## src/rtl/rstctl_pkg.sv

```systemverilog
package rstctl_pkg;

  typedef enum logic [1:0] {
    FL_FETCH = 2'b00,
    FL_READ  = 2'b01,
    FL_WRITE = 2'b10,
    FL_IDLE  = 2'b11
  } fl_kind_e;

  localparam int ST_W    = 8;
  localparam int ST_PIN  = 0;
  localparam int ST_MCD  = 2;
  localparam int ST_WDT  = 3;
  localparam int ST_CMP  = 5;
  localparam int ST_FERR = 6;

  // Field order follows priority, highest first.
  typedef struct packed {
    logic pin;
    logic mcd;
    logic cmp;
    logic wdt;
    logic ferr;
  } cause_t;

endpackage

```

## src/rtl/rstctl_sync.sv

```systemverilog
module rstctl_sync #(
  parameter int          W       = 1,
  parameter logic [W-1:0] RST_VAL = '0
) (
  input  logic         clk,
  input  logic         rst_n,
  input  logic [W-1:0] d,
  output logic [W-1:0] q
);

  for (genvar i = 0; i < W; i++) begin : g_bit
    logic meta_q;
    logic out_q;
    always_ff @(posedge clk or negedge rst_n) begin
      if (!rst_n) begin
        meta_q <= RST_VAL[i];
        out_q  <= RST_VAL[i];
      end else begin
        meta_q <= d[i];
        out_q  <= meta_q;
      end
    end
    assign q[i] = out_q;
  end

endmodule

```

## src/rtl/rstctl_mcd.sv

```systemverilog
module rstctl_mcd #(
  parameter int LIMIT = 64
) (
  input  logic clk,
  input  logic rst_n,
  input  logic en,
  input  logic mon,
  output logic timeout
);

  localparam int CW = $clog2(LIMIT + 1);

  logic          mon_q;
  logic [CW-1:0] cnt_q, cnt_d;
  logic          mon_edge;

  assign mon_edge = mon ^ mon_q;

  always_comb begin
    cnt_d = cnt_q;
    if (!en || mon_edge) cnt_d = '0;
    else if (cnt_q != CW'(LIMIT)) cnt_d = cnt_q + 1'b1;
  end

  always_ff @(posedge clk or negedge rst_n) begin
    if (!rst_n) begin
      mon_q <= 1'b0;
      cnt_q <= '0;
    end else begin
      mon_q <= mon;
      cnt_q <= cnt_d;
    end
  end

  assign timeout = en && (cnt_q == CW'(LIMIT));


  cnt_bound_chk: assert property (@(posedge clk) disable iff (!rst_n)
    cnt_q <= CW'(LIMIT));


  edge_clears_chk: assert property (@(posedge clk) disable iff (!rst_n)
    mon_edge |=> !timeout);

endmodule

```

## src/rtl/rstctl_flchk.sv

```systemverilog
module rstctl_flchk
  import rstctl_pkg::*;
#(
  parameter int           AW       = 16,
  parameter logic [AW-1:0] CODE_TOP = 16'h1DFF
) (
  input  logic          req,
  input  logic [1:0]    kind,
  input  logic [AW-1:0] addr,
  input  logic          wr_en,
  input  logic          lock,
  output logic          err
);

  fl_kind_e kind_e;
  logic     is_flash;
  logic     out_of_range;

  always_comb begin
    kind_e = fl_kind_e'(kind);
    unique case (kind_e)
      FL_FETCH, FL_READ: is_flash = 1'b1;
      FL_WRITE:          is_flash = wr_en;
      default:           is_flash = 1'b0;
    endcase
    out_of_range = addr > CODE_TOP;
    err          = req && is_flash && (lock || out_of_range);
  end

endmodule

```

## src/rtl/rstctl_stretch.sv

```systemverilog
module rstctl_stretch #(
  parameter int STRETCH = 8
) (
  input  logic clk,
  input  logic rst_n,
  input  logic load,
  output logic busy
);

  localparam int CW = $clog2(STRETCH + 1);

  logic [CW-1:0] cnt_q, cnt_d;
  logic          busy_q, busy_d;

  always_comb begin
    if (load) cnt_d = CW'(STRETCH);
    else if (cnt_q != '0) cnt_d = cnt_q - 1'b1;
    else cnt_d = cnt_q;
    busy_d = (cnt_d != '0);
  end

  always_ff @(posedge clk or negedge rst_n) begin
    if (!rst_n) begin
      cnt_q  <= CW'(STRETCH);
      busy_q <= 1'b1;
    end else begin
      cnt_q  <= cnt_d;
      busy_q <= busy_d;
    end
  end

  assign busy = busy_q;


  load_busy_chk: assert property (@(posedge clk) disable iff (!rst_n)
    load |=> busy_q);

endmodule

```

## src/rtl/rstctl_top.sv

```systemverilog
module rstctl_top
  import rstctl_pkg::*;
#(
  parameter int           AW       = 16,
  parameter logic [AW-1:0] CODE_TOP = 16'h1DFF,
  parameter int           REF_KHZ  = 640,
  parameter int           STRETCH  = 8,
  parameter int           WDT_DIV  = 12,
  parameter int           DIVW     = 4
) (
  input  logic            ref_clk,
  input  logic            por_n,
  input  logic            ext_rst_n,
  input  logic            mon_clk,
  input  logic            cmp_out,
  input  logic            wdt_timeout,
  input  logic            fl_req,
  input  logic [1:0]      fl_kind,
  input  logic [AW-1:0]   fl_addr,
  input  logic            fl_wr_en,
  input  logic            fl_lock,
  input  logic            reg_wr,
  input  logic [ST_W-1:0] reg_wdata,
  output logic [ST_W-1:0] reg_rdata,
  output logic            sys_rst_n,
  output logic            wdt_en,
  output logic [DIVW-1:0] wdt_div
);

  // 100 us expressed in reference cycles
  localparam int MCD_LIMIT = (REF_KHZ / 10 < 1) ? 1 : REF_KHZ / 10;

  logic            pin_s, cmp_s, mon_s;
  logic            mcd_to, fl_err;
  logic            rst_q;
  logic            fire, load;
  cause_t          raw;
  logic [ST_W-1:0] flag_q, flag_d;
  logic            mcd_en_q, mcd_en_d;
  logic            cmp_arm_q, cmp_arm_d;
  logic            unused_wbits;

  rstctl_sync #(.W(3), .RST_VAL(3'b110)) u_sync (
    .clk   (ref_clk),
    .rst_n (por_n),
    .d     ({ext_rst_n, cmp_out, mon_clk}),
    .q     ({pin_s, cmp_s, mon_s})
  );

  rstctl_mcd #(.LIMIT(MCD_LIMIT)) u_mcd (
    .clk     (ref_clk),
    .rst_n   (por_n),
    .en      (mcd_en_q && !rst_q),
    .mon     (mon_s),
    .timeout (mcd_to)
  );

  rstctl_flchk #(.AW(AW), .CODE_TOP(CODE_TOP)) u_flchk (
    .req   (fl_req),
    .kind  (fl_kind),
    .addr  (fl_addr),
    .wr_en (fl_wr_en),
    .lock  (fl_lock),
    .err   (fl_err)
  );

  rstctl_stretch #(.STRETCH(STRETCH)) u_stretch (
    .clk   (ref_clk),
    .rst_n (por_n),
    .load  (load),
    .busy  (rst_q)
  );

  always_comb begin
    raw.pin  = !pin_s;
    raw.mcd  = mcd_to;
    raw.cmp  = cmp_arm_q && !cmp_s;
    raw.wdt  = wdt_timeout;
    raw.ferr = fl_err;
  end

  assign fire = !rst_q && (raw != '0);
  // a held pin keeps reloading the stretch counter
  assign load = fire || raw.pin;

  always_comb begin
    flag_d    = flag_q;
    mcd_en_d  = mcd_en_q;
    cmp_arm_d = cmp_arm_q;
    if (fire) begin
      flag_d    = '0;
      mcd_en_d  = 1'b0;
      cmp_arm_d = 1'b0;
      if (raw.pin)      flag_d[ST_PIN]  = 1'b1;
      else if (raw.mcd) flag_d[ST_MCD]  = 1'b1;
      else if (raw.cmp) flag_d[ST_CMP]  = 1'b1;
      else if (raw.wdt) flag_d[ST_WDT]  = 1'b1;
      else              flag_d[ST_FERR] = 1'b1;
    end else if (reg_wr && !rst_q) begin
      mcd_en_d  = reg_wdata[ST_MCD];
      cmp_arm_d = reg_wdata[ST_CMP];
    end
  end

  always_ff @(posedge ref_clk or negedge por_n) begin
    if (!por_n) begin
      flag_q    <= '0;
      mcd_en_q  <= 1'b0;
      cmp_arm_q <= 1'b0;
    end else begin
      flag_q    <= flag_d;
      mcd_en_q  <= mcd_en_d;
      cmp_arm_q <= cmp_arm_d;
    end
  end

  assign unused_wbits = ^{reg_wdata[7:6], reg_wdata[4:3], reg_wdata[1:0]};

  assign reg_rdata = flag_q;
  assign sys_rst_n = !rst_q;
  assign wdt_en    = 1'b1;
  assign wdt_div   = DIVW'(WDT_DIV);


  flags_onehot_chk: assert property (@(posedge ref_clk) disable iff (!por_n)
    $onehot0(flag_q));


  fire_rst_chk: assert property (@(posedge ref_clk) disable iff (!por_n)
    fire |=> !sys_rst_n);


  pin_hold_chk: assert property (@(posedge ref_clk) disable iff (!por_n)
    raw.pin |=> !sys_rst_n);


  pin_prio_chk: assert property (@(posedge ref_clk) disable iff (!por_n)
    (fire && raw.pin) |=> (reg_rdata == 8'h01));


  wr_in_rst_chk: assert property (@(posedge ref_clk) disable iff (!por_n)
    (rst_q && reg_wr) |=> ($stable(mcd_en_q) && $stable(cmp_arm_q)));


  fetch_err_chk: assert property (@(posedge ref_clk) disable iff (!por_n)
    (fl_req && fl_kind == 2'b00 && fl_addr > CODE_TOP) |=> !sys_rst_n);

endmodule

```

## config.mk

```make
export PLATFORM = sky130hd
export DESIGN_NAME = rstctl_top
export DESIGN_NICKNAME = d
export VERILOG_FILES = /design/src/rtl/rstctl_pkg.sv /design/src/rtl/rstctl_sync.sv /design/src/rtl/rstctl_mcd.sv /design/src/rtl/rstctl_flchk.sv /design/src/rtl/rstctl_stretch.sv /design/src/rtl/rstctl_top.sv
export SDC_FILE = /design/constraint.sdc
export NUM_CORES = 1
export LEC_CHECK = 0
export BUFFER_PORTS_ARGS = -buffer_cell sky130_fd_sc_hd__buf_2
export CAP_MARGIN = 10
export CORE_UTILIZATION = 39
export DETAILED_ROUTE_END_ITERATION = 12
export MAX_ROUTING_LAYER = met4
export PLACE_DENSITY = 0.65
export SKIP_LAST_GASP = 1
export SLEW_MARGIN = 15
export SYNTH_ARGS = -nofsm -noshare
export SYNTH_HDL_FRONTEND = slang
export SYNTH_HIERARCHICAL = 1
export SYNTH_SLANG_ARGS = --single-unit
```

## constraint.sdc

```tcl
create_clock -name ref_clk -period 3.1 [get_ports ref_clk]
set_clock_uncertainty 0.2 [all_clocks]
set_input_delay 0.62 -clock ref_clk [delete_from_list [all_inputs] [get_ports ref_clk]]
set_output_delay 0.62 -clock ref_clk [all_outputs]
set_load 0.03 [all_outputs]
```

# == Word-level counts from Yosys, hierarchy flattened ==
# Cells that the tools add are included.
# op_classes
muxes,20
n_reduce_logical,21
add_sub_neg,2
eq_ne,4
magnitude_cmp,1
bitwise_logic,1
# op_table
op,n
"16-bit by 13-bit > comparator with 1-bit output, second input constant",1
7-bit 2-to-1 mux,2
1-bit 2-to-1 mux,12
4-bit 2-to-1 mux,2
4-bit nonzero test,2
"7-bit by 1-bit adder with 7-bit output, second input constant",1
"7-bit == test, second input constant",1
1-bit logical AND,7
"7-bit inequality test, second input constant",1
2-bit 2-to-1 mux,3
5-bit nonzero test,1
1-bit zero test,4
2-bit nonzero test,2
"4-bit by 1-bit subtractor with 4-bit output, second input constant",1
1-bit logical OR,3
"2-bit by 1-bit == test with 1-bit output, second input constant",1
"2-bit == test, second input constant",1
2-bit zero test,1
1-bit one-hot mux with 2 select lines,1
2-bit OR reduction,1
1-bit bitwise XOR,1
# word_totals
input_bits,36
regBits,26
output_inout_bits,14
word_cells,62

# == Logic depth before layout (Yosys ltp) ==
# depth
depth_word,10
mapped_depth,10
depth_no_buf,10

# == Cells and area by module ==
# Netlist, hierarchy kept.
# by_module_without_submodules
mod,area_per_inst_um2,cells_each,instances,seq_area_each_um2
rstctl_top,419.2,45,1,175.2
rstctl_mcd,397.9,41,1,200.2
rstctl_stretch,262.8,26,1,127.6
rstctl_sync,177.7,9,1,155.1
rstctl_flchk,43.8,5,1,0.0

# == Worst setup path after synthesis ==
# OpenSTA, ideal clock, no wires.
# synth_timing
path_kind,reg-to-reg
start,reg u_mcd.cnt_q[3]
end,reg u_stretch.cnt_q[0]
t_arrival_ns,1.908
setup_ns,0.133
path_buffers,0
t_required_ns,2.767
path_slack_ns,0.860
stages_incl_launch_ff,8
synth_period_minus_slack_ns,2.240
cell_sequence,dfrtp_1 -> or4_4 -> nor2_1 -> and2_1 -> and2b_1 -> and3_4 -> o21ai_1 -> nor2_1
# synth_between
elab_chain_cells,6
# synth_rtl
item,line_no,source
"start, declared",rstctl_mcd.sv:14,"logic [CW-1:0] cnt_q, cnt_d;"
"start signal, assigned",rstctl_mcd.sv:31,cnt_q <= cnt_d;
7-bit == test,rstctl_mcd.sv:35,assign timeout = en && (cnt_q == CW'(LIMIT));
1-bit logical AND,rstctl_mcd.sv:35,
net mcd_to,rstctl_top.sv:34,"logic mcd_to, fl_err;"
5-bit nonzero test,rstctl_top.sv:82,assign fire = !rst_q && (raw != '0);
1-bit logical AND,rstctl_top.sv:82,
1-bit logical OR,rstctl_top.sv:84,assign load = fire || raw.pin;
net load,rstctl_top.sv:36,"logic fire, load;"
4-bit 2-to-1 mux,rstctl_stretch.sv:16,if (load) cnt_d = CW'(STRETCH);
net u_stretch.cnt_d[0],rstctl_stretch.sv:12,"logic [CW-1:0] cnt_q, cnt_d;"
"end signal, assigned",rstctl_stretch.sv:24,cnt_q <= CW'(STRETCH);
"end signal, assigned",rstctl_stretch.sv:27,cnt_q <= cnt_d;
"end, declared",rstctl_stretch.sv:12,
# The timed path passes the listed nets, and every way through them passes these cells.
# A chain may end at the register's enable or synchronous reset.

# == Final worst setup path ==
# layout_timing
start,reg u_mcd.cnt_q[3]
end,"reg u_stretch.busy_q, in the netlist u_stretch/busy"
# layout_between
elab_chain_cells,7
# layout_rtl
item,line_no,source
7-bit == test,rstctl_mcd.sv:35,
1-bit logical AND,rstctl_mcd.sv:35,
net mcd_to,rstctl_top.sv:34,
5-bit nonzero test,rstctl_top.sv:82,
1-bit logical AND,rstctl_top.sv:82,
1-bit logical OR,rstctl_top.sv:84,
net load,rstctl_top.sv:36,
4-bit 2-to-1 mux,rstctl_stretch.sv:16,
4-bit nonzero test,rstctl_stretch.sv:19,busy_d = (cnt_d != '0);
net u_stretch.busy_d,rstctl_stretch.sv:13,"logic busy_q, busy_d;"
"end signal, assigned",rstctl_stretch.sv:28,busy_q <= busy_d;
"end, declared",rstctl_stretch.sv:13,
# The timed path passes the listed nets, and every way through them passes these cells.

==> metrics.md <==
| Metric | Value |
|---|---|
| Primary FF master, synth | dfrtp_1 |
| Biggest cell delay along the critical path | slightly below 0.6 ns |
| Vias in the first global route | 958 |
| Clk root buf | clkbuf_4 |
| Drt first pass iters | 4 |
| All-layer global routing usage | between 10% and 20% |
| Slew HR | roughly 62% |
| Reg2reg setup slack | roughly 0.64 ns |
| Fin Setup TNS | 0 ns |
| CP required | approximately 3.1 ns |
| Port Buf Inserts | 26 |
| Tmin final | approximately 2.5 ns |
| Lkg Pwr | roughly 0.65 nW |
| Post-synthesis async set-or-reset flop share | between 90% and 100% |
| Die X | approximately 60 um |
| Post-route DRC | 0 |
| Post-synth top area cell | dfrtp_1 |
| # IOs | 50 |
| First-pass GRT wire length | ~3.8 mm |
| Initial antenna violation count | 0 |
| Post-Syn Instances | about 130 |
| Worst slew pin tran | approximately 0.57 ns |
| HPWL after DPL | approximately 1.7 mm |
| Final net count | between 150 and 200 |
| Syn Area/Cell | between 10 and 15 sq um |
| Startpoint Class | flop |
| Routability Congestion | between 0.7 and 0.8 |
| CP Launch Point | u_mcd/cnt_q[3] |
| RSZ-0062 raised after global routing | false |
| Share of cells above drive strength 1 | between 20% and 30% |
| Sequential share of the synthesized area | between 50 and 60% |
| Yosys cell types | 38 |
| Final Hold Vio Count | 0 |
| Final Core Density | a little under half |
| Starting Density | between 40% and 50% |
| Cell mode on critical path | nor2_1 |
| CP arrival | about 2.5 ns |
| Iteration-0 DRC count of the detailed router | 26 |
| Worst-case clock buffer depth | 2 |
| Vias per cell | ~5 |
| Post-synth EDFFs | 0 |
| Post-synth top area share | between 30% and 40% |
| Period Utilization, post-route | roughly four fifths |
| Die height | between 50 and 60 um |
| Average wire per cell in the routed design | around 12 um |
| TritonCTS clock tree | built |
| Crit path max fanout | 5 |
| Core Area | ~3100 sq um |
| Clock slew at reported path FFs | 0.13 ns |
| P&R area growth vs syn | 11.6% |
| Critical Path End Type | flop |
| Reg2Reg Depth | 8 |
| Final worst setup slack | about 0.64 ns |
| Cts hold-fix bufs | 0 |
| Setup Viol. Count Final | 0 |
| Status | completed |
| # diodes | 0 |
| Worst path cell trace | or4_4 -> nor2_1 -> and2_1 -> and2b_1 -> and3_4 -> o21ai_1 -> nor2_1 -> o21ai_0 |
| Post-CTS Resized | 0 |
| PwrDens | between 600 and 700 nW/um^2 |
| Worst min path class | input pin to asynchronous set/reset pin |
| Die area | ~3600 sq um |
| Synth area leaders | dfrtp_1 38%, dfstp_2 12%, buf_4 6.3% |
| Routed vias | between 900 and 1000 |
| Mapped Area | roughly 1300 sq um |
| Max Fclk | 406 MHz |
| Worst-Skew Late Latency | approximately 0.31 ns |
| Crit Path Class | flop to flop |
| Final wirelength | 2.25 mm |
| CTS sink count | 26 |
| Flops & latches, synth | 26 |
| Worst slack at placement | roughly 0.65 ns |
| Worst r2r src | u_mcd/cnt_q[3] |
| Row count | 20 |
| Largest net degree at the start of global routing | 27 |
| CP max stage cell | or4_4 |
| CP Capture Point | u_stretch/busy |
| GR Overflow Total | 0 |
| Num CTS Buffers | 3 |
| H-Tree Depth | 1 |
| Slew Limit Fails | 0 |
| Overall Power | 967 uW |
| # fillers | 320 |
| Worst r2r dst | u_stretch/busy |
| Yosys warning total | 6 |
| Worst vdd ir | 0.414 mV |
| Post-CTS Setup Bufs | 0 |
| Final ANT Viol Nets | 0 |
| Maxcap violations | 0 |
==> where the power goes <==
part	internal (mW)	leakage, nW	switching, mW
combinational	0.144	0.312	0.204
sequential	0.418	0.325	0.0577
clock	0.0502	0.0150	0.0932
==> state kept, by name (all words and copies together) (netlist names) <==
register             flops
u_stretch/cnt_q          4
u_mcd/mon_q              1
reg_rdata                5
mcd_en_q                 1
u_sync/g_bit.out_q       3
cmp_arm_q                1
u_sync/g_bit.meta_q      3
u_mcd/cnt_q              7
u_stretch/busy           1
==> kinds of logic after synthesis <==
group           count (synthesis)  synth area share, %
compound gates                 25                 13.4
xor+xnor                        5                 3.37
fa+ha+maj                       3                 2.88
buf+inv                        20                 8.94
flops                          26                 50.6
other cells                     2                0.577
simple gates                   45                 20.3
==> worst max-delay path, delay by kind of cell, from the launching register on <==
kind / cells / cell delay, ns
AOI/OAI and AO/OA: 2 / 0.42
DFF: 1 / 0.44
and+or+nand+nor: 6 / 1.34
==> cell type report <==
| type | instances | area, sq um | area share [%] |
|---|---|---|---|
| multi-input cells | 86 | 549 | 37.8 |
| flip-flops and latches | 26 | 658 | 45.3 |
| inverters | 9 | 33.8 | 2.33 |
| repair buffers | 26 | 130 | 8.96 |
| well taps | 44 | 55.1 | 3.79 |
| clock buffers | 4 | 26.3 | 1.81 |
==> cell usage in the layout (no fill, tap or decap), types with 3 or more instances in the layout <==
master | netlist | final
a21oi_1 | 7 | 7
a32o_1 | 3 | 3
buf_2 | 0 | 26
clkbuf_4 | 0 | 3
conb_1 | 2 | 8
dfrtp_1 | 20 | 20
dfstp_2 | 6 | 6
ha_1 | 3 | 3
inv_1 | 9 | 9
nand2_1 | 6 | 6
nand2b_1 | 4 | 4
nand3_1 | 4 | 4
nor2_1 | 8 | 8
nor2b_1 | 3 | 3
nor3_1 | 4 | 4
o21ai_0 | 5 | 5
or3_1 | 5 | 5
xnor2_1 | 3 | 3
==> cells in the mapped netlist (2+ instances only) <==
| master | number |
|---|---|
| inv_1 | 9 |
| o21ai_0 | 5 |
| nor2b_1 | 3 |
| nand2b_1 | 4 |
| ha_1 | 3 |
| nand2_1 | 6 |
| xor2_1 | 2 |
| dfstp_2 | 6 |
| dfrtp_1 | 20 |
| nor2_1 | 8 |
| nand3_1 | 4 |
| a21oi_1 | 7 |
| or3_1 | 5 |
| o21ai_1 | 2 |
| nor3_1 | 4 |
| a32o_1 | 3 |
| xnor2_1 | 3 |
| buf_4 | 11 |
| conb_1 | 2 |
==> routing by layer <==
metal	share of wire, %	track usage, %	wire, um
met3	6.2	1.95	139
met2	48	25.9	1090
met1	45	16.6	1010
met5	0	-	0
met4	0.80	5.98	18
==> per-stage QoR <==
| stage | hold WS, ns | cell area, sq um | cells |
|---|---|---|---|
| finish | 0.0805 | 1450 | 195 |
| global route | 0.111 | 1450 | 195 |
| CTS | 0.0969 | 1450 | 195 |
| detailed placement | 0.137 | 1430 | 191 |
| global placement | 0.132 | 1430 | 191 |
| floorplan | 0.124 | 1320 | 132 |
==> how the worst min path moves through the flow <==
| stage | slack, ns | to | cells past startpoint | startpoint |
|---|---|---|---|---|
| after CTS | 0.1 | u_sync/g_bit[0].meta_q | 1 | por_n |
| final | 0.08 | u_stretch/cnt_q[0] | 1 | por_n |
| after global routing | 0.11 | u_sync/g_bit[0].meta_q | 1 | por_n |
| after floorplan | 0.12 | cmp_arm_q | 0 | por_n |
| after detailed placement | 0.14 | u_sync/g_bit[0].out_q | 0 | u_sync/g_bit[0].meta_q |
| after global placement | 0.13 | u_sync/g_bit[0].out_q | 0 | u_sync/g_bit[0].meta_q |
Note: power is estimated with default switching activity, not from simulation.
